$ cat src/rtl/pps_cap_pkg.sv
package pps_cap_pkg;

    // State of the reference-pulse synchronizer and edge detector
    typedef struct packed {
        logic meta;   // first synchronizer stage
        logic sync;   // second synchronizer stage
        logic last;   // delayed copy for edge detection
    } ref_sync_t;

endpackage

$ cat src/rtl/pps_div_enable.sv
module pps_div_enable #(
    parameter int unsigned DIV = 4
) (
    input  logic clk,
    input  logic rst_n,
    output logic tick_o
);
    localparam int unsigned PH_W = (DIV > 1) ? $clog2(DIV) : 1;
    localparam logic [PH_W-1:0] PH_LAST = PH_W'(DIV - 1);

    typedef struct packed {
        logic [PH_W-1:0] ph;
    } div_state_t;

    div_state_t st_d, st_q;

    always_comb begin
        st_d = st_q;
        if (st_q.ph == PH_LAST) st_d.ph = '0;
        else                    st_d.ph = st_q.ph + PH_W'(1);
    end

    always_ff @(posedge clk) begin
        if (!rst_n) st_q <= '0;
        else        st_q <= st_d;
    end

    assign tick_o = (st_q.ph == PH_LAST);

    // enable never lasts two consecutive cycles
    p_tick_gap_r1: assert property (@(posedge clk) disable iff (!rst_n)
        tick_o |=> !tick_o);

    // phase stays in range
    p_phase_range_r1: assert property (@(posedge clk) disable iff (!rst_n)
        st_q.ph <= PH_LAST);
endmodule

$ cat src/rtl/pps_wrap_counter.sv
module pps_wrap_counter #(
    parameter int unsigned CNT_W  = 8,
    parameter int unsigned RELOAD = 6
) (
    input  logic             clk,
    input  logic             rst_n,
    input  logic             adv_i,
    output logic [CNT_W-1:0] cnt_o,
    output logic             wrap_o
);
    localparam logic [CNT_W-1:0] CNT_TOP  = '1;
    localparam logic [CNT_W-1:0] CNT_BASE = CNT_W'(RELOAD);

    typedef struct packed {
        logic [CNT_W-1:0] cnt;
        logic             wrap;
    } cnt_state_t;

    cnt_state_t st_d, st_q;

    always_comb begin
        st_d      = st_q;
        st_d.wrap = 1'b0;
        if (adv_i) begin
            if (st_q.cnt == CNT_TOP) begin
                st_d.cnt  = CNT_BASE;
                st_d.wrap = 1'b1;
            end else begin
                st_d.cnt = st_q.cnt + CNT_W'(1);
            end
        end
    end

    always_ff @(posedge clk) begin
        if (!rst_n) begin
            st_q.cnt  <= CNT_BASE;
            st_q.wrap <= 1'b0;
        end else begin
            st_q <= st_d;
        end
    end

    assign cnt_o  = st_q.cnt;
    assign wrap_o = st_q.wrap;

    // count never drops below the reload value
    p_range_r2: assert property (@(posedge clk) disable iff (!rst_n)
        st_q.cnt >= CNT_BASE);

    // an enable below the top steps the count by one
    p_step_r1: assert property (@(posedge clk) disable iff (!rst_n)
        (adv_i && st_q.cnt != CNT_TOP) |=> st_q.cnt == $past(st_q.cnt) + CNT_W'(1));

    // without an enable the count holds
    p_hold_r1: assert property (@(posedge clk) disable iff (!rst_n)
        !adv_i |=> $stable(st_q.cnt));

    // the wrap tick coincides with a freshly reloaded count
    p_wrap_r3: assert property (@(posedge clk) disable iff (!rst_n)
        wrap_o |-> (st_q.cnt == CNT_BASE));
endmodule

$ cat src/rtl/pps_ref_edge.sv
module pps_ref_edge
    import pps_cap_pkg::*;
(
    input  logic clk,
    input  logic rst_n,
    input  logic ref_i,
    output logic rise_o
);
    ref_sync_t st_d, st_q;

    always_comb begin
        st_d.meta = ref_i;
        st_d.sync = st_q.meta;
        st_d.last = st_q.sync;
    end

    always_ff @(posedge clk) begin
        if (!rst_n) st_q <= '0;
        else        st_q <= st_d;
    end

    assign rise_o = st_q.sync & ~st_q.last;

    // one detection per rising edge
    p_single_rise_r5: assert property (@(posedge clk) disable iff (!rst_n)
        rise_o |=> !rise_o);
endmodule

$ cat src/rtl/pps_phase_capture.sv
module pps_phase_capture #(
    parameter int unsigned DIV    = 4,
    parameter int unsigned CNT_W  = 8,
    parameter int unsigned RELOAD = 6
) (
    input  logic             clk,
    input  logic             rst_n,
    input  logic             ref_pps_i,
    output logic [CNT_W-1:0] cap_val_o,
    output logic             cap_stb_o,
    output logic             wrap_tick_o
);
    typedef struct packed {
        logic [CNT_W-1:0] val;
        logic             stb;
    } cap_state_t;

    logic             adv;
    logic             rise;
    logic [CNT_W-1:0] cnt;
    cap_state_t       st_d, st_q;

    pps_div_enable #(.DIV(DIV)) u_div (
        .clk    (clk),
        .rst_n  (rst_n),
        .tick_o (adv)
    );

    pps_wrap_counter #(.CNT_W(CNT_W), .RELOAD(RELOAD)) u_cnt (
        .clk    (clk),
        .rst_n  (rst_n),
        .adv_i  (adv),
        .cnt_o  (cnt),
        .wrap_o (wrap_tick_o)
    );

    pps_ref_edge u_edge (
        .clk    (clk),
        .rst_n  (rst_n),
        .ref_i  (ref_pps_i),
        .rise_o (rise)
    );

    always_comb begin
        st_d     = st_q;
        st_d.stb = rise;
        if (rise) st_d.val = cnt;
    end

    always_ff @(posedge clk) begin
        if (!rst_n) st_q <= '0;
        else        st_q <= st_d;
    end

    assign cap_val_o = st_q.val;
    assign cap_stb_o = st_q.stb;

    // latched value holds while no edge is seen
    p_hold_r6: assert property (@(posedge clk) disable iff (!rst_n)
        !rise |=> $stable(st_q.val));

    // strobe lasts a single cycle
    p_strobe_pulse_r5: assert property (@(posedge clk) disable iff (!rst_n)
        cap_stb_o |=> !cap_stb_o);

    // capturing does not stall the counter
    p_run_through_r7: assert property (@(posedge clk) disable iff (!rst_n)
        (rise && adv && cnt != '1) |=> cnt == $past(cnt) + CNT_W'(1));
endmodule

$ cat config.mk
export PLATFORM = sky130hd
export DESIGN_NAME = pps_phase_capture
export DESIGN_NICKNAME = d
export VERILOG_FILES = /design/src/rtl/pps_cap_pkg.sv /design/src/rtl/pps_div_enable.sv /design/src/rtl/pps_wrap_counter.sv /design/src/rtl/pps_ref_edge.sv /design/src/rtl/pps_phase_capture.sv
export SDC_FILE = /design/constraint.sdc
export NUM_CORES = 1
export LEC_CHECK = 0
export ABC_AREA = 1
export BUFFER_PORTS_ARGS = -buffer_cell sky130_fd_sc_hd__buf_2
export CORE_MARGIN = 4
export CORE_UTILIZATION = 48
export CTS_BUF_LIST = sky130_fd_sc_hd__clkbuf_8
export CTS_CLUSTER_DIAMETER = 40
export CTS_CLUSTER_SIZE = 8
export DETAILED_ROUTE_END_ITERATION = 7
export GPL_TIMING_DRIVEN = 1
export HOLD_SLACK_MARGIN = 0.03
export PLACE_DENSITY = 0.72
export RECOVER_POWER = 25
export SYNTH_ARGS = -nofsm -noshare
export SYNTH_HDL_FRONTEND = slang
export SYNTH_SLANG_ARGS = --single-unit
$ cat constraint.sdc
create_clock -name clk -period 1.1 [get_ports clk]
set_clock_uncertainty 0.1 [all_clocks]
set_input_delay 0.11 -clock clk [delete_from_list [all_inputs] [get_ports clk]]
set_output_delay 0.11 -clock clk [all_outputs]
set_load 0.005 [all_outputs]
# Yosys cells after proc, flatten, opt, wreduce, memory -nomap -nowiden
# Cells that the tools add are included.
[totals]
word_cells = 19
output_inout_bits = 10
inputBits = 3
regBits = 23
[classes]
bitwise_logic = 3
n_eq_ne = 2
reduce_logical = 2
addsub = 2
mux = 2
[op_table]
columns = ["op", "count"]
rows = [
  ["$add 8x1->8 const B", 1],
  ["$eq 8x8->1 const B", 1],
  ["$mux 8", 1],
  ["$add 2x1->2 const B", 1],
  ["$eq 2x2->1 const B", 1],
  ["$not 1->1", 2],
  ["$reduce_and 2->1", 1],
  ["$reduce_or 2->1", 1],
  ["$and 1x1->1", 1],
  ["$mux 1", 1],
]

# Depth between registers and ports, before layout
# Gate-level depths: netlist (run 1).
[logic_depth]
depth_word = 2
mapped_depth = 7
mapped_depth_nobuf = 7

# Cells and area by module
# Synthesis (run 1) repeated with hierarchy kept, for this count alone.
[hier_totals]
cells_unflattened = 125
area_unflattened_um2 = 968.4
[by_module_without_submodules]
columns = ["mod", "seq_area_each_um2", "instances", "cells_each", "area_per_inst_um2"]
rows = [
  ["pps_wrap_counter", 180.2, 1, 52, 429.2],
  ["pps_phase_capture", 180.2, 1, 54, 375.4],
  ["pps_ref_edge", 60.1, 1, 11, 92.6],
  ["pps_div_enable", 40.0, 1, 8, 71.3],
]

# Worst setup path before layout (run 1)
# OpenSTA, ideal clock, no wires.
[synth_path]
kind = "register to register"
start = "reg u_div.st_q[0] in the netlist's numbering"
end = "reg u_cnt.cnt_o[7] (netlist name)"
synth_period_minus_slack_ps = 1227
path_slack_ps = -127
required_ps = 883
setup_ps = 117
arrival_ps = 1010
path_stages_with_launch = 7
path_buffers = 0
cell_sequence = "dfxtp_1 ha_1 inv_2 nor2_2 nand2_1 o21ai_2 nor2_1"
[synth_via]
elab_chain_len = 1
[synth_rtl]
columns = ["element", "line", "source"]
rows = [
  ["start: declaration", "pps_div_enable.sv:15", "div_state_t st_d, st_q;"],
  ["start signal: assignment", "pps_div_enable.sv:25", "else st_q <= st_d;"],
  ["$eq 2x2->1", "pps_div_enable.sv:28", "assign tick_o = (st_q.ph == PH_LAST);"],
]
# No other way between the ends.
# A chain may end at the register's enable or synchronous reset.

# Final worst setup path (run 1)
[layout_path]
start = "reg u_cnt.cnt_o[0] (netlist name)"
end = "reg u_cnt.cnt_o[6] (netlist name)"
[layout_via]
elab_chain_len = 2
word_cells_on_any_way = 3
cone_classes = "add/sub: 1; eq/ne: 1; mux: 1"
[layout_rtl]
columns = ["element", "line", "source"]
rows = [
  ["$add 8x1->8 or $eq 8x8->1 (tied branches)", "pps_wrap_counter.sv:29, pps_wrap_counter.sv:25", ""],
  ["$mux 8 *", "pps_wrap_counter.sv:25", "if (st_q.cnt == CNT_TOP) begin"],
]
# Mark *: on every way between the ends. The rest lies on a longest branch, timed or not.

==> results of run 1 <==
sequential cells by signal, indices dropped and copies added (netlist names):
| signal | count |
|---|---|
| u_edge.st_d | 2 |
| u_cnt.cnt_o | 8 |
| u_cnt.wrap_o | 1 |
| u_edge.st_q | 1 |
| cap_stb_o | 1 |
| cap_val_o | 8 |
| u_div.st_q | 2 |
worst register-to-register path: stages, from the launching register on:
cell and delay [ps]:
dfxtp_2 360, ha_4 150, nand2_2 60, nor2_4 120, nand2_2 90, o21ai_1 150, nor2_1 60
routing by layer:
layer	vias up	GRT usage, %	share of wire (%)
li1	411	-	-
met1	341	19.5	46
met2	14	21.7	50
met3	0	4.66	4.3
met4	0	2.69	0
met5	-	0	0
kinds of logic after synthesis:
group / Yosys count / synth area share, %
AO/OA/AOI/OAI: 21 / 12.5
XOR/XNOR: 1 / 0.985
adder cells (fa/ha/maj): 2 / 2.81
buffers and inverters: 18 / 8.16
AND/OR/NAND/NOR: 49 / 23.8
flip-flops: 23 / 51.8
metrics by stage:
step                      setup slack [ps]  total power [W]  hold WS (ps)  util (%)
final                                 -101          0.00155          33.0      68.7
after global routing                  -158          0.00163          45.1      68.7
after CTS                            -79.7          0.00155          30.6      66.8
after detailed placement              -121          0.00104           202      63.4
after global placement               -77.5          0.00103           198      63.4
after floorplan                      -63.0         0.000982           108         -
synthesized netlist by cell type:
| cell type | count | area share (%) |
|---|---|---|
| buf_2 | 1 | 0.56 |
| buf_4 | 1 | 0.84 |
| ha_1 | 2 | 2.8 |
| a21oi_1 | 7 | 3.9 |
| nand2_1 | 21 | 8.9 |
| xor2_1 | 1 | 0.98 |
| o21ai_0 | 12 | 6.8 |
| inv_1 | 15 | 6.3 |
| o211ai_1 | 1 | 0.84 |
| nand3b_1 | 1 | 0.84 |
| nor2_1 | 15 | 6.3 |
| nor2_2 | 4 | 2.8 |
| nand2_2 | 1 | 0.70 |
| nand3_1 | 5 | 2.8 |
| dfxtp_1 | 23 | 52 |
| and3_1 | 1 | 0.70 |
| o21ai_2 | 1 | 0.98 |
| or2_0 | 1 | 0.70 |
| inv_2 | 1 | 0.42 |
power breakdown:
group          internal, W  leakage (nW)  switching, W
combinational    0.0000687         0.299     0.0000773
clock             0.000252        0.0255      0.000266
sequential        0.000865         0.188     0.0000212
path summary, 6_finish.rpt:
check	start	end	slack [ps]	cells after the start
max	u_cnt.cnt_o[0]	u_cnt.cnt_o[6]	-100	6
min	rst_n	cap_val_o[4]	30	3
max reg2reg	u_cnt.cnt_o[0]	u_cnt.cnt_o[6]	-100	6
min reg2reg	u_edge.st_d[1]	u_edge.st_d[0]	320	2
final cells by class:
| class | count | area [µm²] | area share, % |
|---|---|---|---|
| Clock inverter | 1 | 5.00 | 0.418 |
| Timing Repair Buffer | 25 | 158 | 13.2 |
| Multi-Input combinational cell | 73 | 429 | 35.8 |
| Tap cell | 25 | 31.3 | 2.61 |
| Inverter | 16 | 65.1 | 5.43 |
| Sequential cell | 23 | 469 | 39.1 |
| Clock buffer | 3 | 41.3 | 3.44 |
layout by cell type (no fill, tap or decap), types with 2 or more instances in the layout:
| master | synthesis | routed |
|---|---|---|
| nand2_2 | 1 | 5 |
| buf_4 | 1 | 12 |
| clkbuf_1 | 0 | 2 |
| a21oi_1 | 7 | 7 |
| o21ai_0 | 12 | 7 |
| inv_1 | 15 | 15 |
| ha_4 | 0 | 2 |
| dfxtp_1 | 23 | 18 |
| nor2_4 | 0 | 4 |
| dfxtp_2 | 0 | 4 |
| nand2_1 | 21 | 17 |
| clkbuf_8 | 0 | 3 |
| o21ai_1 | 0 | 5 |
| buf_2 | 1 | 10 |
| nor2_1 | 15 | 15 |
| nand3_1 | 5 | 3 |
what timing repair did:
action                                 CTS  global route
hold buffers                             1             0
pin swaps                                7             2
endpoints found under the hold margin    1             0
setup endpoints to repair                8            15
gates resized for setup                  3            13
==> impl_metrics.toml, run 1 <==
[pwr]
p_per_area_nw_per_um2 = 1290
leakagePower_nw = 0.512
vdd_ir_drop_max_v = 0.00102

[timing]
drv_slew = 0
hold_viol = 0
setup_slack_ps = -101
fin_crit_ps = 1200
finalCritPeriodShare_pct = 109
setup-tns-final_ps = -455
fmax_mhz = 833
rsz0062_at_grt = "yes"
slew_headroom_pct = 88.5
worstMarginPinSlew_ps = 172
setup_violations = 7

[worst_setup_path]
cpMostUsedCell = "nand2_2"
worstPathArrival_ps = 1250
worst-path-buf-inv = 0
cp_top_family = "flip-flops"
setup.worst_path.class = "register to register"
crit_fanout = 3
cp-end-kind = "register"
required_ps = 1150
startpoint_type = "register"
cpPeakStageDelay_ps = 360
path_cells = "ha_4 > nand2_2 > nor2_4 > nand2_2 > o21ai_1 > nor2_1"
critPathSlowestCell = "dfxtp_2"

[die]
start_util_pct = 51.0
fp.dieW_um = 51.1
fp-row-count = 15
io_pins = 13
coreArea_um2 = 1750
die_h_um = 51.1
die_area_um2 = 2610

[final_layout]
final_nets = 147
layout-drive-gt1-share_pct = 32.6
fillerInstances = 151
fin_area_um2 = 1200
stdcell_count = 166
area_growth_pct = 34.7
antenna-diode-count = 0

[clock_tree]
post-cts-setup-buffers = 0
cts_tree = "done"
htree_num_levels = 1
cts.path.max_buffers = 2
numCtsBuffers = 3
root_buffer = "clkbuf_8"
path_clk_slew_ps = 80
clock_latency_ps = 260
numClockSinks = 23

[global_route]
grt_first_pass_wirelength_mm = 2.82
grt_overflow = 0
grt_max_degree = 14
antenna_found_initial = 0
grt_usage_pct = 14.2
grt_pass1_vias = 688

[drt]
drc = 0
vias = 766
wl_per_cell_um = 10.9
via_per_inst = 4.61
wl_mm = 1.81
drt_iter0_markers = 15
detail-route-antenna-nets = 0
dr.pass1.iters = 4

[outcome]
status = "finished, violations left"
violations = "setup timing"

[logic_synthesis]
avgSynthCellArea_um2 = 7.80
synthDistinctLibCells = 19
synthCells = 114
yosys_register_bits = 23
yosysSeqAreaShare_pct = 51.8
synth_warnings = 0
synth_nets = 119
mappedNetlistArea_um2 = 890

[hold_path]
hp-class = "input pin to register"

[placed_design]
gp_congestion = 0.857
dpl_cell_area_um2 = 1110
post-place-cells = 161
dp_hpwl_mm = 1.29
port_buffers = 12

[job]
maxCapViolCount = 0
(Power assumes the default switching activity.)
==> inputs of run 2 (changes only) <==
--- a/config.mk
+++ b/config.mk
@@ -7,15 +7,17 @@
 export LEC_CHECK = 0
 export ABC_AREA = 1
 export BUFFER_PORTS_ARGS = -buffer_cell sky130_fd_sc_hd__buf_2
+export CELL_PAD_IN_SITES_DETAIL_PLACEMENT = 2
+export CELL_PAD_IN_SITES_GLOBAL_PLACEMENT = 2
 export CORE_MARGIN = 4
-export CORE_UTILIZATION = 48
+export CORE_UTILIZATION = 30
 export CTS_BUF_LIST = sky130_fd_sc_hd__clkbuf_8
-export CTS_CLUSTER_DIAMETER = 40
+export CTS_CLUSTER_DIAMETER = 120
 export CTS_CLUSTER_SIZE = 8
 export DETAILED_ROUTE_END_ITERATION = 7
 export GPL_TIMING_DRIVEN = 1
 export HOLD_SLACK_MARGIN = 0.03
-export PLACE_DENSITY = 0.72
+export PLACE_DENSITY_LB_ADDON = 0.1
 export RECOVER_POWER = 25
 export SYNTH_ARGS = -nofsm -noshare
 export SYNTH_HDL_FRONTEND = slang
==> run 2 against run 1 <==
- the run still ends with setup timing left
- via count up 6.5%
- setup slack lost 3.6 ps
- clock power increased by 4%
==> impl_metrics.toml, run 2 (same netlist as run 1, synthesis figures left out) <==
[timing]
fin_crit_ps = 1200
slew_headroom_pct = 85.0
setup_slack_ps = -104
finalCritPeriodShare_pct = 109
whs_ps = 100
setup-tns-final_ps = -587
setup_violations = 8
rsz0062_at_grt = "yes"
drv_slew = 0
fmax_mhz = 830
hold_viol = 0
worstMarginPinSlew_ps = 222

[drt]
wl_mm = 2.43
drc = 0
via_per_inst = 4.69
wl_per_cell_um = 13.9
dr.pass1.iters = 4
drt_iter0_markers = 27
vias = 816
detail-route-antenna-nets = 0

[outcome]
violations = "setup timing"
status = "finished, violations left"

[global_route]
grt_first_pass_wirelength_mm = 4.04
grt_max_degree = 16
grt.busiest_layer = "met2"
grt_use_met1_pct = 14.6
antenna_found_initial = 0
grt_usage_pct = 13.2
gr-usage-met3_pct = 1.98
use_met2_pct = 23.4
grt_pass1_vias = 867
grt_overflow = 0

[clock_tree]
numClockSinks = 23
cts_tree = "done"
cts.path.max_buffers = 2
root_buffer = "clkbuf_8"
numCtsBuffers = 3
clock_latency_ps = 270
htree_num_levels = 1
path_clk_slew_ps = 90

[hold_path]
hp-class = "input pin to register"
min_from = "rst_n"

[final_layout]
layout_common_cells = "nand2_1, dfxtp_1, nor2_1, inv_1, buf_2"
area_growth_pct = 39.9
layout-drive-gt1-share_pct = 36.4
utilization_pct = 44.4
final_nets = 149
antenna-diode-count = 0
final_common_cell = "nand2_1"

[worst_setup_path]
cp-end-kind = "register"
rr_startpoint = "u_div.st_q[0]"
crit_fanout = 6
startpoint_type = "register"
worstPathArrival_ps = 1280
cp-startpoint = "u_div.st_q[0]"
worst-path-buf-inv = 1
setup.worst_path.class = "register to register"
required_ps = 1170
critPathSlowestCell = "dfxtp_2"
cp_top_family = "flip-flops"
path_cells = "ha_4 > inv_6 > nor2_4 > nand2_2 > o21ai_2 > nor2_1"
cpPeakStageDelay_ps = 360

[placed_design]
dp_hpwl_mm = 1.72
port_buffers = 12
gp_congestion = 0.749

[pwr]
p_int_w = 0.00120
leakagePower_nw = 0.536
switching_share_pct = 24.4
p_switching_w = 0.000388
clock_power_share_pct = 33.9
p_per_area_nw_per_um2 = 1280
vdd_ir_drop_max_v = 0.000525
seqPwrFrac_pct = 55.7
comb_power_share_pct = 10.4

[die]
fp.dieW_um = 62.5
start_util_pct = 31.7
fp-row-count = 19
die_area_um2 = 3900
die_h_um = 62.5
io_pins = 13
coreArea_um2 = 2810

[job]
maxCapViolCount = 0
==> run 2: cell count changes in the layout (fill, tap and decap cells not counted), moves of 2 or more <==
| cell | previous run | this run |
|---|---|---|
| buf_2 | 10 | 12 |
| nor2_2 | 0 | 3 |
| inv_1 | 15 | 13 |
| o21ai_0 | 7 | 11 |
| clkbuf_1 | 2 | 0 |
| nor2_1 | 15 | 13 |
| o21ai_1 | 5 | 1 |
==> run 2: through the flow <==
stage | total power (W) | worst slack [ps] | instances | cell area, µm²
2_1_floorplan | 0.000982 | -63.0 | 114 | 938
3_3_place_gp | 0.00104 | -102 | 166 | 1120
3_5_place_dp | 0.00105 | -147 | 166 | 1120
4_1_cts | 0.00161 | -102 | 173 | 1200
5_1_grt | 0.00167 | -182 | 174 | 1240
6_report | 0.00159 | -104 | 174 | 1240
==> run 2: layer usage <==
metal  share of wire [%]  vias to the layer above  wire [µm]
met5                   0                        -          0
met4                 2.1                        0         51
met3                 2.0                        4         48
met2                  49                        8       1200
met1                  46                      389       1130
li1                    -                      415          -
==> run 2: worst paths after layout <==
kind,to,slack (ps),cells after the start
worst max-delay path,u_cnt.cnt_o[5],-100,6
worst min-delay path,u_div.st_q[1],100,4
worst max register to register,u_cnt.cnt_o[5],-100,6
worst min register to register,u_edge.st_d[0],330,2
==> run 2: area by class of cell <==
class,instances,area (µm²)
repair buffers,27,208
clock inverters,1,5.00
inverters,16,67.6
multi-input cells,73,414
flip-flops and latches,23,470
fillers,326,1560
well taps,31,38.8
clock buffers,3,41.3
==> run 2: timing repair <==
item,4_1_cts,5_1_grt
buffers inserted,1,0
setup endpoints to repair,9,14
gates resized for setup,2,12
hold buffers,2,0
pin swaps,3,4
hold endpoints to repair,2,0
gates cloned,0,1
==> run 2: tightest hold or removal path: cells and delay by family <==
family,cells,cell delay (ps)
buffers and inverters,2,230
and+or+nand+nor,2,100
==> run 2: power groups by stage <==
stage / clock network (W) / registers, W / logic (W)
floorplan: 0 / 0.000906 / 0.0000761
global placement: 0 / 0.000905 / 0.000135
detailed placement: 0 / 0.000906 / 0.000141
CTS: 0.000570 / 0.000888 / 0.000153
global route: 0.000594 / 0.000892 / 0.000188
finish: 0.000539 / 0.000886 / 0.000165
==> inputs of run 3 (changes only) <==
--- a/config.mk
+++ b/config.mk
@@ -5,20 +5,20 @@
 export SDC_FILE = /design/constraint.sdc
 export NUM_CORES = 1
 export LEC_CHECK = 0
-export ABC_AREA = 1
 export BUFFER_PORTS_ARGS = -buffer_cell sky130_fd_sc_hd__buf_2
 export CELL_PAD_IN_SITES_DETAIL_PLACEMENT = 2
 export CELL_PAD_IN_SITES_GLOBAL_PLACEMENT = 2
 export CORE_MARGIN = 4
-export CORE_UTILIZATION = 30
+export CORE_UTILIZATION = 32
 export CTS_BUF_LIST = sky130_fd_sc_hd__clkbuf_8
 export CTS_CLUSTER_DIAMETER = 120
 export CTS_CLUSTER_SIZE = 8
 export DETAILED_ROUTE_END_ITERATION = 7
 export GPL_TIMING_DRIVEN = 1
 export HOLD_SLACK_MARGIN = 0.03
-export PLACE_DENSITY_LB_ADDON = 0.1
+export PLACE_DENSITY = 0.72
 export RECOVER_POWER = 25
 export SYNTH_ARGS = -nofsm -noshare
 export SYNTH_HDL_FRONTEND = slang
 export SYNTH_SLANG_ARGS = --single-unit
+export TNS_END_PERCENT = 30
==> run 3 against run 2 <==
- the flow still finishes with violations (setup timing)
- clock power shrank 3%
- first-iteration DRC count grew 22%
- fmax shrank 11%
- non-clock buffer count grew 12
- setup slack lost 150 ps
- sequential power shrank 2%
- hold slack gained 32 ps
==> impl_metrics.toml, run 3 <==
[timing]
fin_crit_ps = 1360
worstMarginPinSlew_ps = 321
finalCritPeriodShare_pct = 124
rsz0062_at_grt = "yes"
fmax_mhz = 736
drv_slew = 0
hold_viol = 0
setup_violations = 19
slew_headroom_pct = 78.3
setup_slack_ps = -259

[placed_design]
post-place-cells = 146
dpl_cell_area_um2 = 1150
port_buffers = 12
gp_congestion = 0.775
dp_hpwl_mm = 1.92

[logic_synthesis]
synth_warnings = 0
yosysSeqAreaShare_pct = 52.1
synth.top_cells.by_count = "dfxtp_1, nor2_1, mux2i_1"
synth_nets = 93
synth_area_leaders = "dfxtp_1, mux2i_1, nor2_1, ha_1, nand4_4"
async_reset_ff_share_pct = 0
synth_ff_type = "dfxtp_1"
avgSynthCellArea_um2 = 10.1
synth_edf_count = 0
synthCells = 88
synthDistinctLibCells = 31
synth_top_area_share_pct = 52.1
yosys_register_bits = 23
mappedNetlistArea_um2 = 885
yosysMostFrequentCell = "dfxtp_1"
netlist.top_cell.by_area = "dfxtp_1"

[worst_setup_path]
worstReg2RegEnd = "u_cnt.cnt_o[4]"
required_ps = 1150
cp_top_family = "flip-flops"
rr_startpoint = "u_div.st_q[0]"
path_cells = "ha_4 > buf_6 > buf_6 > nand4_1 > xor2_1 > nor2_1"
critPathSlowestCell = "dfxtp_2"
cpMostUsedCell = "buf_6"
worstPathArrival_ps = 1410
reg2regPathDepth = 6
crit_fanout = 4
startpoint_type = "register"
cp-end-kind = "register"
r2r_slack_ps = -260
worst-path-buf-inv = 2
path_depth = 6
setup.worst_path.class = "register to register"
cpPeakStageDelay_ps = 360

[die]
io_pins = 13
fp.dieW_um = 60.6
die_h_um = 60.6
coreArea_um2 = 2540
start_util_pct = 34.8
fp-row-count = 18
die_area_um2 = 3670

[drt]
dr.pass1.iters = 4
detail-route-antenna-nets = 0
drt_iter0_markers = 33
via_per_inst = 5.23
drc = 0
wl_per_cell_um = 22.2
vias = 831
wl_mm = 3.54

[final_layout]
stdcell_count = 159
fin_area_um2 = 1440
layout-drive-gt1-share_pct = 55.8
layout_common_cells = "buf_4, dfxtp_1, buf_2"
antenna-diode-count = 0
final_common_cell = "buf_4"
final_nets = 135
area_growth_pct = 63.1

[global_route]
grt_overflow = 0
grt_pass1_vias = 907
grt_first_pass_wirelength_mm = 4.93
antenna_found_initial = 0
grt_usage_pct = 18.6
grt_max_degree = 16

[clock_tree]
clock_latency_ps = 260
root_buffer = "clkbuf_8"
htree_num_levels = 1
numCtsBuffers = 3
path_clk_slew_ps = 80
numClockSinks = 23
cts_tree = "done"
cts.path.max_buffers = 2

[hold_path]
hold_end = "u_cnt.cnt_o[7]"
hp-class = "input pin to register"
hold_path_depth = 4
min_from = "rst_n"

[pwr]
leakagePower_nw = 0.582
vdd_ir_drop_max_v = 0.000855
p_per_area_nw_per_um2 = 1090

[job]
maxCapViolCount = 0

[outcome]
status = "finished, violations left"
violations = "setup timing"
==> run 3: cell types whose count changed after synthesis, moves of 3 or more <==
cell	before	now
inv_1	15	4
or3_1	0	3
a21oi_1	7	3
nor2_1	15	11
o21ai_0	12	2
nand3_1	5	2
and2_1	0	3
nand2_1	21	3
mux2i_1	0	8
nor2_2	4	0
==> run 3: cell families (layout without fill, tap and decap cells) <==
family	after synthesis	after routing	share of synthesized area [%]
xor gates and xnor gates	2	2	1.98
muxes	8	8	9.05
and+or+nand+nor	32	33	20.1
buffers and inverters	8	48	3.96
AOI/OAI and AO/OA	13	13	10.0
adders and majority gates	2	2	2.83
DFF	23	23	52.1
==> run 3: area by class of cell <==
type,instances,area [µm²]
Sequential cell,23,484
Tap cell,30,37.5
Fill cell,247,1100
Inverter,5,21.3
Clock buffer,3,41.3
Multi-Input combinational cell,58,558
Clock inverter,1,3.75
Timing Repair Buffer,39,297
==> run 3: worst max-delay path by stage <==
stage,startpoint,end
global placement,u_div.st_q[0],u_cnt.cnt_o[7]
floorplan,u_div.st_q[1],u_cnt.cnt_o[7]
CTS,u_div.st_q[0],u_cnt.cnt_o[3]
detailed placement,u_div.st_q[0],u_cnt.cnt_o[7]
finish,u_div.st_q[0],u_cnt.cnt_o[4]
global route,u_div.st_q[0],u_cnt.cnt_o[3]
==> run 3: what timing repair did <==
item / in CTS / in global routing
cloned: 1 / 0
hold endpoints to repair: 1 / 0
hold buffers: 1 / 0
endpoints found under the setup margin: 17 / 19
gates resized for setup: 28 / 11
setup buffers: 4 / 3
pin swaps: 7 / 13
==> run 3: metal layers <==
layer / up-vias / wire length (µm) / global-route usage [%]
met5: - / 0 / 0
met4: 0 / 0 / 3.72
met3: 0 / 53 / 2.77
met2: 8 / 1850 / 32.5
met1: 428 / 1640 / 24.4
li1: 395 / - / -
==> run 3: report_power, final <==
group          internal (W)  switching [W]
sequential         0.000847      0.0000218
clock              0.000249       0.000272
combinational     0.0000995      0.0000871
==> run 3: worst min-delay path, delay by kind of cell <==
family	cells	cell delay [ps]
AND/OR/NAND/NOR	1	110
AO/OA/AOI/OAI	1	60
buffers and inverters	2	180
==> run 3: per-stage QoR <==
stage	setup TNS [ps]	total power [W]	hold WS [ps]	utilization [%]	worst slack (ps)
5_1_grt	-3670	0.00166	136	56.7	-312
3_3_place_gp	-944	0.00101	214	45.2	-165
4_1_cts	-1700	0.00156	88.5	52.9	-217
6_report	-2640	0.00158	133	56.7	-259
3_5_place_dp	-2140	0.00102	236	45.2	-229
2_1_floorplan	-544	0.000966	89.9	-	-113
